==> src/rtl/sram_ctl_pkg.sv <==
package sram_ctl_pkg;

    typedef enum logic [1:0] {
        PH_IDLE  = 2'd0,
        PH_READ  = 2'd1,
        PH_TURN  = 2'd2,
        PH_WRITE = 2'd3
    } phase_e;

    // ceiling of a nanosecond limit over the clock period, never below one
    function automatic int unsigned ns_to_cyc(input int unsigned ns, input int unsigned period);
        int unsigned c;
        c = (ns + period - 1) / period;
        if (c < 1) c = 1;
        return c;
    endfunction

    function automatic int unsigned max2(input int unsigned a, input int unsigned b);
        return (a > b) ? a : b;
    endfunction

endpackage

==> src/rtl/sram_phase_cnt.sv <==
module sram_phase_cnt #(
    parameter int CNT_W = 3
) (
    input  logic             clk,
    input  logic             rst,
    input  logic             load,
    input  logic [CNT_W-1:0] load_val,
    output logic             expired
);
    logic [CNT_W-1:0] cnt_q;

    always_ff @(posedge clk) begin
        if (rst)
            cnt_q <= '0;
        else if (load)
            cnt_q <= load_val;
        else if (cnt_q != '0)
            cnt_q <= cnt_q - 1'b1;
    end

    assign expired = (cnt_q == '0);
endmodule

==> src/rtl/sram_seq_fsm.sv <==
module sram_seq_fsm
    import sram_ctl_pkg::*;
#(
    parameter int CNT_W    = 3,
    parameter int RD_CYC   = 7,
    parameter int WR_CYC   = 7,
    parameter int TURN_CYC = 4
) (
    input  logic             clk,
    input  logic             rst,
    input  logic             req,
    input  logic             write,
    input  logic             cnt_expired,
    output logic             cnt_load,
    output logic [CNT_W-1:0] cnt_val,
    output logic             accept,
    output logic             capture,
    output logic             done,
    output phase_e           phase
);
    localparam logic [CNT_W-1:0] RD_LAST   = CNT_W'(RD_CYC - 1);
    localparam logic [CNT_W-1:0] WR_LAST   = CNT_W'(WR_CYC - 1);
    localparam logic [CNT_W-1:0] TURN_LAST = CNT_W'(TURN_CYC - 1);

    phase_e state_q, state_d;
    logic   last_rd_q, last_rd_d;
    logic   done_q, done_d;

    always_comb begin
        state_d   = state_q;
        last_rd_d = last_rd_q;
        done_d    = 1'b0;
        cnt_load  = 1'b0;
        cnt_val   = '0;
        accept    = 1'b0;
        capture   = 1'b0;
        unique case (state_q)
            PH_IDLE: begin
                if (req) begin
                    accept   = 1'b1;
                    cnt_load = 1'b1;
                    if (!write) begin
                        state_d = PH_READ;
                        cnt_val = RD_LAST;
                    end else if (last_rd_q) begin
                        state_d = PH_TURN;
                        cnt_val = TURN_LAST;
                    end else begin
                        state_d = PH_WRITE;
                        cnt_val = WR_LAST;
                    end
                end
            end
            PH_READ: begin
                if (cnt_expired) begin
                    capture   = 1'b1;
                    done_d    = 1'b1;
                    last_rd_d = 1'b1;
                    state_d   = PH_IDLE;
                end
            end
            PH_TURN: begin
                if (cnt_expired) begin
                    cnt_load = 1'b1;
                    cnt_val  = WR_LAST;
                    state_d  = PH_WRITE;
                end
            end
            PH_WRITE: begin
                if (cnt_expired) begin
                    done_d    = 1'b1;
                    last_rd_d = 1'b0;
                    state_d   = PH_IDLE;
                end
            end
            default: state_d = PH_IDLE;
        endcase
    end

    always_ff @(posedge clk) begin
        if (rst) begin
            state_q   <= PH_IDLE;
            last_rd_q <= 1'b0;
            done_q    <= 1'b0;
        end else begin
            state_q   <= state_d;
            last_rd_q <= last_rd_d;
            done_q    <= done_d;
        end
    end

    assign phase = state_q;
    assign done  = done_q;
endmodule

==> src/rtl/sram_req_reg.sv <==
module sram_req_reg #(
    parameter int ADDR_W = 18,
    parameter int DATA_W = 8
) (
    input  logic              clk,
    input  logic              rst,
    input  logic              accept,
    input  logic              capture,
    input  logic [ADDR_W-1:0] in_addr,
    input  logic [DATA_W-1:0] in_wdata,
    input  logic [DATA_W-1:0] bus_in,
    output logic [ADDR_W-1:0] held_addr,
    output logic [DATA_W-1:0] held_wdata,
    output logic [DATA_W-1:0] rdata
);
    typedef struct packed {
        logic [ADDR_W-1:0] addr;
        logic [DATA_W-1:0] wdata;
    } req_t;

    req_t req_q;
    logic [DATA_W-1:0] rdata_q;

    always_ff @(posedge clk) begin
        if (rst) begin
            req_q   <= '0;
            rdata_q <= '0;
        end else begin
            if (accept) begin
                req_q.addr  <= in_addr;
                req_q.wdata <= in_wdata;
            end
            if (capture)
                rdata_q <= bus_in;
        end
    end

    assign held_addr  = req_q.addr;
    assign held_wdata = req_q.wdata;
    assign rdata      = rdata_q;
endmodule

==> src/rtl/async_sram_ctl.sv <==
module async_sram_ctl
    import sram_ctl_pkg::*;
#(
    parameter int CLK_PERIOD_NS = 8,
    parameter int ADDR_W        = 18,
    parameter int DATA_W        = 8,
    parameter int T_RC_NS       = 55,
    parameter int T_AA_NS       = 55,
    parameter int T_OE_NS       = 30,
    parameter int T_WC_NS       = 55,
    parameter int T_AW_NS       = 55,
    parameter int T_WP_NS       = 30,
    parameter int T_DW_NS       = 25,
    parameter int T_OHZ_NS      = 25
) (
    input  logic              clk,
    input  logic              rst,
    input  logic              host_req,
    input  logic              host_write,
    input  logic [ADDR_W-1:0] host_addr,
    input  logic [DATA_W-1:0] host_wdata,
    output logic [DATA_W-1:0] host_rdata,
    output logic              host_done,
    output logic [ADDR_W-1:0] mem_addr,
    output logic              mem_ce_n,
    output logic              mem_ce,
    output logic              mem_we_n,
    output logic              mem_oe_n,
    output logic [DATA_W-1:0] mem_dq_out,
    output logic              mem_dq_oe,
    input  logic [DATA_W-1:0] mem_dq_in
);
    localparam int RD_CYC   = int'(max2(max2(ns_to_cyc(T_RC_NS, CLK_PERIOD_NS),
                                             ns_to_cyc(T_AA_NS, CLK_PERIOD_NS)),
                                        ns_to_cyc(T_OE_NS, CLK_PERIOD_NS)));
    localparam int WR_CYC   = int'(max2(max2(ns_to_cyc(T_WC_NS, CLK_PERIOD_NS),
                                             ns_to_cyc(T_AW_NS, CLK_PERIOD_NS)),
                                        max2(ns_to_cyc(T_WP_NS, CLK_PERIOD_NS),
                                             ns_to_cyc(T_DW_NS, CLK_PERIOD_NS))));
    localparam int TURN_CYC = int'(ns_to_cyc(T_OHZ_NS, CLK_PERIOD_NS));
    localparam int MAX_CYC  = int'(max2(max2(RD_CYC, WR_CYC), TURN_CYC));
    localparam int CNT_W    = $clog2(MAX_CYC + 1);

    logic             cnt_load;
    logic [CNT_W-1:0] cnt_val;
    logic             cnt_expired;
    logic             accept;
    logic             capture;
    phase_e           phase;
    logic             selected;

    sram_phase_cnt #(.CNT_W(CNT_W)) cnt_i (
        .clk      (clk),
        .rst      (rst),
        .load     (cnt_load),
        .load_val (cnt_val),
        .expired  (cnt_expired)
    );

    sram_seq_fsm #(
        .CNT_W   (CNT_W),
        .RD_CYC  (RD_CYC),
        .WR_CYC  (WR_CYC),
        .TURN_CYC(TURN_CYC)
    ) fsm_i (
        .clk         (clk),
        .rst         (rst),
        .req         (host_req),
        .write       (host_write),
        .cnt_expired (cnt_expired),
        .cnt_load    (cnt_load),
        .cnt_val     (cnt_val),
        .accept      (accept),
        .capture     (capture),
        .done        (host_done),
        .phase       (phase)
    );

    sram_req_reg #(.ADDR_W(ADDR_W), .DATA_W(DATA_W)) req_i (
        .clk        (clk),
        .rst        (rst),
        .accept     (accept),
        .capture    (capture),
        .in_addr    (host_addr),
        .in_wdata   (host_wdata),
        .bus_in     (mem_dq_in),
        .held_addr  (mem_addr),
        .held_wdata (mem_dq_out),
        .rdata      (host_rdata)
    );

    // strobes decode straight from the registered phase
    assign selected  = (phase == PH_READ) || (phase == PH_WRITE);
    assign mem_ce_n  = !selected;
    assign mem_ce    = selected;
    assign mem_we_n  = (phase != PH_WRITE);
    assign mem_oe_n  = (phase != PH_READ);
    assign mem_dq_oe = (phase == PH_WRITE);
endmodule

==> config.mk <==
export PLATFORM = sky130hd
export DESIGN_NAME = async_sram_ctl
export DESIGN_NICKNAME = d
export VERILOG_FILES = /design/src/rtl/sram_ctl_pkg.sv /design/src/rtl/sram_phase_cnt.sv /design/src/rtl/sram_seq_fsm.sv /design/src/rtl/sram_req_reg.sv /design/src/rtl/async_sram_ctl.sv
export SDC_FILE = /design/constraint.sdc
export NUM_CORES = 1
export LEC_CHECK = 0
export ABC_AREA = 1
export BUFFER_PORTS_ARGS = -buffer_cell sky130_fd_sc_hd__buf_4
export CORE_ASPECT_RATIO = 0.5
export CORE_UTILIZATION = 48
export CTS_CLUSTER_SIZE = 28
export DETAILED_ROUTE_END_ITERATION = 6
export PLACE_DENSITY = 0.83
export SLEW_MARGIN = 20
export SYNTH_ARGS = -nofsm -noshare
export SYNTH_HDL_FRONTEND = slang
export SYNTH_SLANG_ARGS = --single-unit
==> constraint.sdc <==
create_clock -name clk -period 2.4 [get_ports clk]
set_input_delay 0.24 -clock clk [delete_from_list [all_inputs] [get_ports clk]]
set_output_delay 0.24 -clock clk [all_outputs]
set_load 0.02 [all_outputs]
[After elaboration in Yosys (flattened, before gate mapping)]
Index checks and enable logic that the tools add are counted.
Word-level totals
  register bits after elaboration: 41
  output and inout port bits: 40
  bits of input ports: 38
  word-level logic and storage cells: 51
Cells by class
  reductions and logical operators: 11
  equal/unequal tests: 10
  bitwise gates (word level): 1
  add/sub/neg operators: 1
  mux-type cells: 21
Operator list (number)
  $mux W3: 6
  $mux W2: 4
  $ne A2 B2 Y1 const B: 4
  $mux W1: 7
  $ne A2 B1 Y1 const B: 3
  $pmux W2 S3: 1
  $pmux W3 S2: 1
  $reduce_and A3 Y1: 2
  $eq A2 B2 Y1 const B: 2
  $pmux W1 S2: 2
  $reduce_bool A2 Y1: 2
  $reduce_or A2 Y1: 2
  $logic_not A3 Y1: 1
  $reduce_bool A3 Y1: 1
  $sub A3 B1 Y3 const B: 1
  $eq A2 B1 Y1 const B: 1
  $logic_not A2 Y1: 1
  $logic_not A1 Y1: 1
  $logic_or A1 B1 Y1: 1
  $not A1 Y1: 1

[Logic depth before layout (Yosys ltp)]
  depth after elaboration: 5
  depth in mapped cells: 9
  mapped depth without buffers: 9

[Modules after synthesis]
Synthesis repeated with hierarchy kept, for this count alone.
Unflattened totals
  cell total of the unflattened synthesis: 281
  area total of the unflattened synthesis: 1889.3 um^2
By module, submodules not included
  sram_req_reg: seq. area each 680.7 um^2, cells each 216, area an instance 1450.1 um^2, instances 1
  sram_seq_fsm: seq. area each 80.1 um^2, cells each 31, area an instance 215.2 um^2, instances 1
  sram_phase_cnt: seq. area each 60.1 um^2, cells each 28, area an instance 198.9 um^2, instances 1
  async_sram_ctl: seq. area each 0.0 um^2, cells each 6, area an instance 25.0 um^2, instances 1

[Least setup slack after synthesis]
OpenSTA, ideal clock, no wires.
  kind: reg2reg
  from: register cnt_i.cnt_q[0]
  to: register cnt_i.cnt_q[0]
  path slack: 1.165 ns
  path buffers: 0
  library setup time: 0.111 ns
  clock period less this slack: 1.235 ns
  arrival: 1.123 ns
  data required time: 2.289 ns
  cell stages (with the launch flop): 10
  cell sequence: dfxtp_1 inv_1 ha_1 inv_1 nor2_1 nand2_1 nand2_1 nor2_1 nor2_1 nor2_1
Between the ends
  word-level cells in the longest chain between the ends: 4
  elaborated cells between the ends (all ways): 8
  classes of those cells: add/sub: 1; mux: 4; reduce/logical: 3
Ends and longest elaborated chain
  from (decl): line sram_phase_cnt.sv:10  | logic [CNT_W-1:0] cnt_q;
  from (signal assigned): line sram_phase_cnt.sv:16  | cnt_q <= load_val;
  from (signal assigned): line sram_phase_cnt.sv:18  | cnt_q <= cnt_q - 1'b1;
  parallel branches: the longest is 4 deep, another holds $sub A3 B1 Y3
Parallel ways; which one is timed is not known. The select of a mux whose other input is x is not followed.
A chain may end at the register's enable or synchronous reset.

[Worst setup path after layout]
Ends and elaborated chain as after synthesis.

==> impl_metrics.csv <==
group,metric,value,unit
setup_path,path_cells,"inv_1 -> ha_1 -> inv_1 -> nor2_1 -> nand2_1 -> nand2_1 -> nor2_1 -> nor2_1 -> nor2_1",
grt,antenna_found_initial,0,
timing,worst_slew_pin_slew,508,ps
logic_synthesis,synth_area_leaders,"dfxtp_1 (52%), nor2_1 (18%), o21ai_0 (9.5%), nand2_1 (4.3%), buf_6 (2.8%)",
clock_network,insertion_delay,290,ps
logic_synthesis,synth.area.mux_share,0,
drt,drtIter0Drc,66,
die,core,3070,µm²
run_status,status,"complete, no violations",
grt,grt_max_degree,38,
die,initial_core_util,0.517,
final_layout,diodes,0,
clock_network,clock_sinks,41,
placement,port_buffers,77,
grt,grt_pass1_vias,1419,
placement,dpl.hpwl,2640,µm
hold_path,min_path_type,"primary input to flip-flop",
final_layout,final_common_cell,"buf_4",
die,ios,78,
clock_network,htree_num_levels,2,
setup_path,required,2580,ps
logic_synthesis,synth_top_family_by_area,"simple AND/OR/NAND/NOR gates",
clock_network,cts_buffer_depth,2,
power,p_total,2500,µW
logic_synthesis,yosysSeqAreaShare,0.518,
timing,setup_tns,0,ps
setup_path,reg2reg_from,"cnt_i.cnt_q[0]",
die,placementRows,14,
clock_network,cts_resized,0,
drt,wl_per_cell,11.8,µm
drt,drc_errors,0,
logic_synthesis,synthAdderAreaFrac,0.0158,
power,power_density,1110,nW/µm²
grt,grt_first_pass_wirelength,6090,µm
timing,slew_viol_final,0,
timing,fin_skew,7.64,ps
clock_network,root_buffer,"clkbuf_8",
logic_synthesis,synth_top_area_cell,"dfxtp_1",
final_layout,nNetsFinal,319,
hold_path,hp-start,"rst",
logic_synthesis,syn_inst,205,
drt,vias,1555,
setup_path,timing.rr.end,"cnt_i.cnt_q[0]",
setup_path,end_kind,"flip-flop",
clock_network,cts-buffers-inserted,5,
final_layout,drive_gt1_frac,0.332,
setup_path,critPathMostFrequentCell,"nor2_1",
die,dieArea,3550,µm²
setup_path,worstPathMaxFanout,6,
timing,max_freq,0.702,GHz
timing,relSlewSlack,0.661,
die,die_h,42.6,µm
power,leakage,0.00110,µW
hold_path,min_path_cells,2,
timing,fin_crit,1420,ps
clock_network,cts_tree,"yes",
logic_synthesis,synth_top_area_share,0.518,
setup_path,crit_type,"flip-flop to flip-flop",
setup_path,worstPathArrival,1610,ps
drt,dr.pass1.iters,5,
logic_synthesis,ys_ff_latch,41,
setup_path,start_kind,"flip-flop",
die,die_w,83.2,µm
logic_synthesis,synth_cell_types,22,
logic_synthesis,syn_avg_cell_area,7.73,µm²
timing,final_hold_viol_count,0,
drt,ant_nets,0,
final_layout,fin_util,0.737,
grt,grt_overflow,0,
clock_network,cts.clk_slew.worst_paths,70,ps
run,maxCapViolCount,0,
logic_synthesis,syn_area,1580,µm²
drt,routed_via_density,4.86,
setup_path,ff2ff_path_depth,9,
drt,routed_wl,3780,µm
logic_synthesis,synth-simple-area-share,0.259,
clock_network,cts_setup_buffers,0,
setup_path,critPathMaxStageDelay,310,ps
power,peakVddDrop,0.673,mV
timing,final-setup-viol-count,0,
hold_path,hold_path_end,"fsm_i.last_rd_q",
logic_synthesis,synthXorXnorAreaFrac,0.00553,
logic_synthesis,synth_fp_nets,245,
timing,period_share,0.593,
placement,place.gp.congestion,0.789,
setup_path,rrSetupSlack,980,ps
final_layout,syn_to_final_growth,42.6,%
setup_path,cp_slowest_cell,"dfxtp_1",
logic_synthesis,synth-compound-area-share,0.132,
final_layout,final_cell_mix,"buf_4 (77), nor2_1 (76), dfxtp_1 (41), o21ai_0 (30), nand2_1 (18)",
timing,rsz0062_at_grt,"false",
grt,track_usage,0.220,
logic_synthesis,yosysWarnings,0,
clock_network,cts_hold_buf,0,
==> layer usage <==
layer	wire length (µm)	vias up	GRT usage	part of all wire
met4	34	0	0.0690	0.0090
met5	0	-	0	0
met1	1550	705	0.236	0.41
li1	-	798	-	-
met3	210	7	0.0650	0.056
met2	1990	45	0.425	0.53
==> per-stage QoR <==
step                setup slack, ps  cells  instance area [µm²]  hold WS, ps
detailed placement             1020    312                 2140          450
global route                    783    320                 2260          154
floorplan                      1170    205                 1580          302
global placement               1090    312                 2140          448
finish                          976    320                 2260          150
CTS                             986    320                 2260          143
==> Yosys cell counts, drive strengths merged <==
cell type	number
dfxtp	41
nand3	1
nand4	2
xnor2	1
nor2	78
inv	10
buf	5
o21ai	36
a21oi	3
nand2	20
clkbuf	5
ha	2
a31oi	1
==> sequential cells by signal (all words and copies together) (netlist names) <==
signal / flops
req_i.held_wdata: 8
fsm_i.done: 1
cnt_i.cnt_q: 3
fsm_i.last_rd_q: 1
fsm_i.phase: 2
req_i.held_addr: 18
req_i.rdata: 8
==> logic make-up after synthesis <==
logic type | Yosys count
xor gates and xnor gates | 1
and+or+nand+nor | 101
buffers and inverters | 20
AOI/OAI and AO/OA | 40
DFF | 41
adders and majority gates | 2
==> power breakdown <==
| part | leakage (µW) | internal [µW] | switching (µW) |
|---|---|---|---|
| registers | 0.000338 | 845 | 99.6 |
| clock network | 0.0000585 | 339 | 230 |
| logic | 0.000707 | 389 | 597 |
| total | 0.00110 | 1570 | 926 |
==> critical path, delay by kind of cell (launching register included) <==
family	cells	cell delay, ps
and+or+nand+nor	6	690
DFF	1	310
buffers and inverters	2	140
adders and majority gates	1	190
==> layout make-up <==
class                           instances  area, µm²
Fill cell                             254        807
Inverter                               10       40.0
Sequential cell                        41        821
Timing Repair Buffer                   77        578
Multi-Input combinational cell        144        653
Clock buffer                            7       86.3
Clock inverter                          1       30.0
Tap cell                               40       50.0
==> worst max path at each step <==
stage          slack, ps           start        endpoint
2_1_floorplan       1170  cnt_i.cnt_q[0]  cnt_i.cnt_q[0]
3_3_place_gp        1090  cnt_i.cnt_q[0]  cnt_i.cnt_q[0]
3_5_place_dp        1020  fsm_i.phase[0]  fsm_i.phase[0]
4_1_cts              990  cnt_i.cnt_q[0]  cnt_i.cnt_q[0]
5_1_grt              780  cnt_i.cnt_q[0]  cnt_i.cnt_q[0]
6_report             980  cnt_i.cnt_q[0]  cnt_i.cnt_q[0]
No activity file was read; power rests on OpenSTA's default activity.
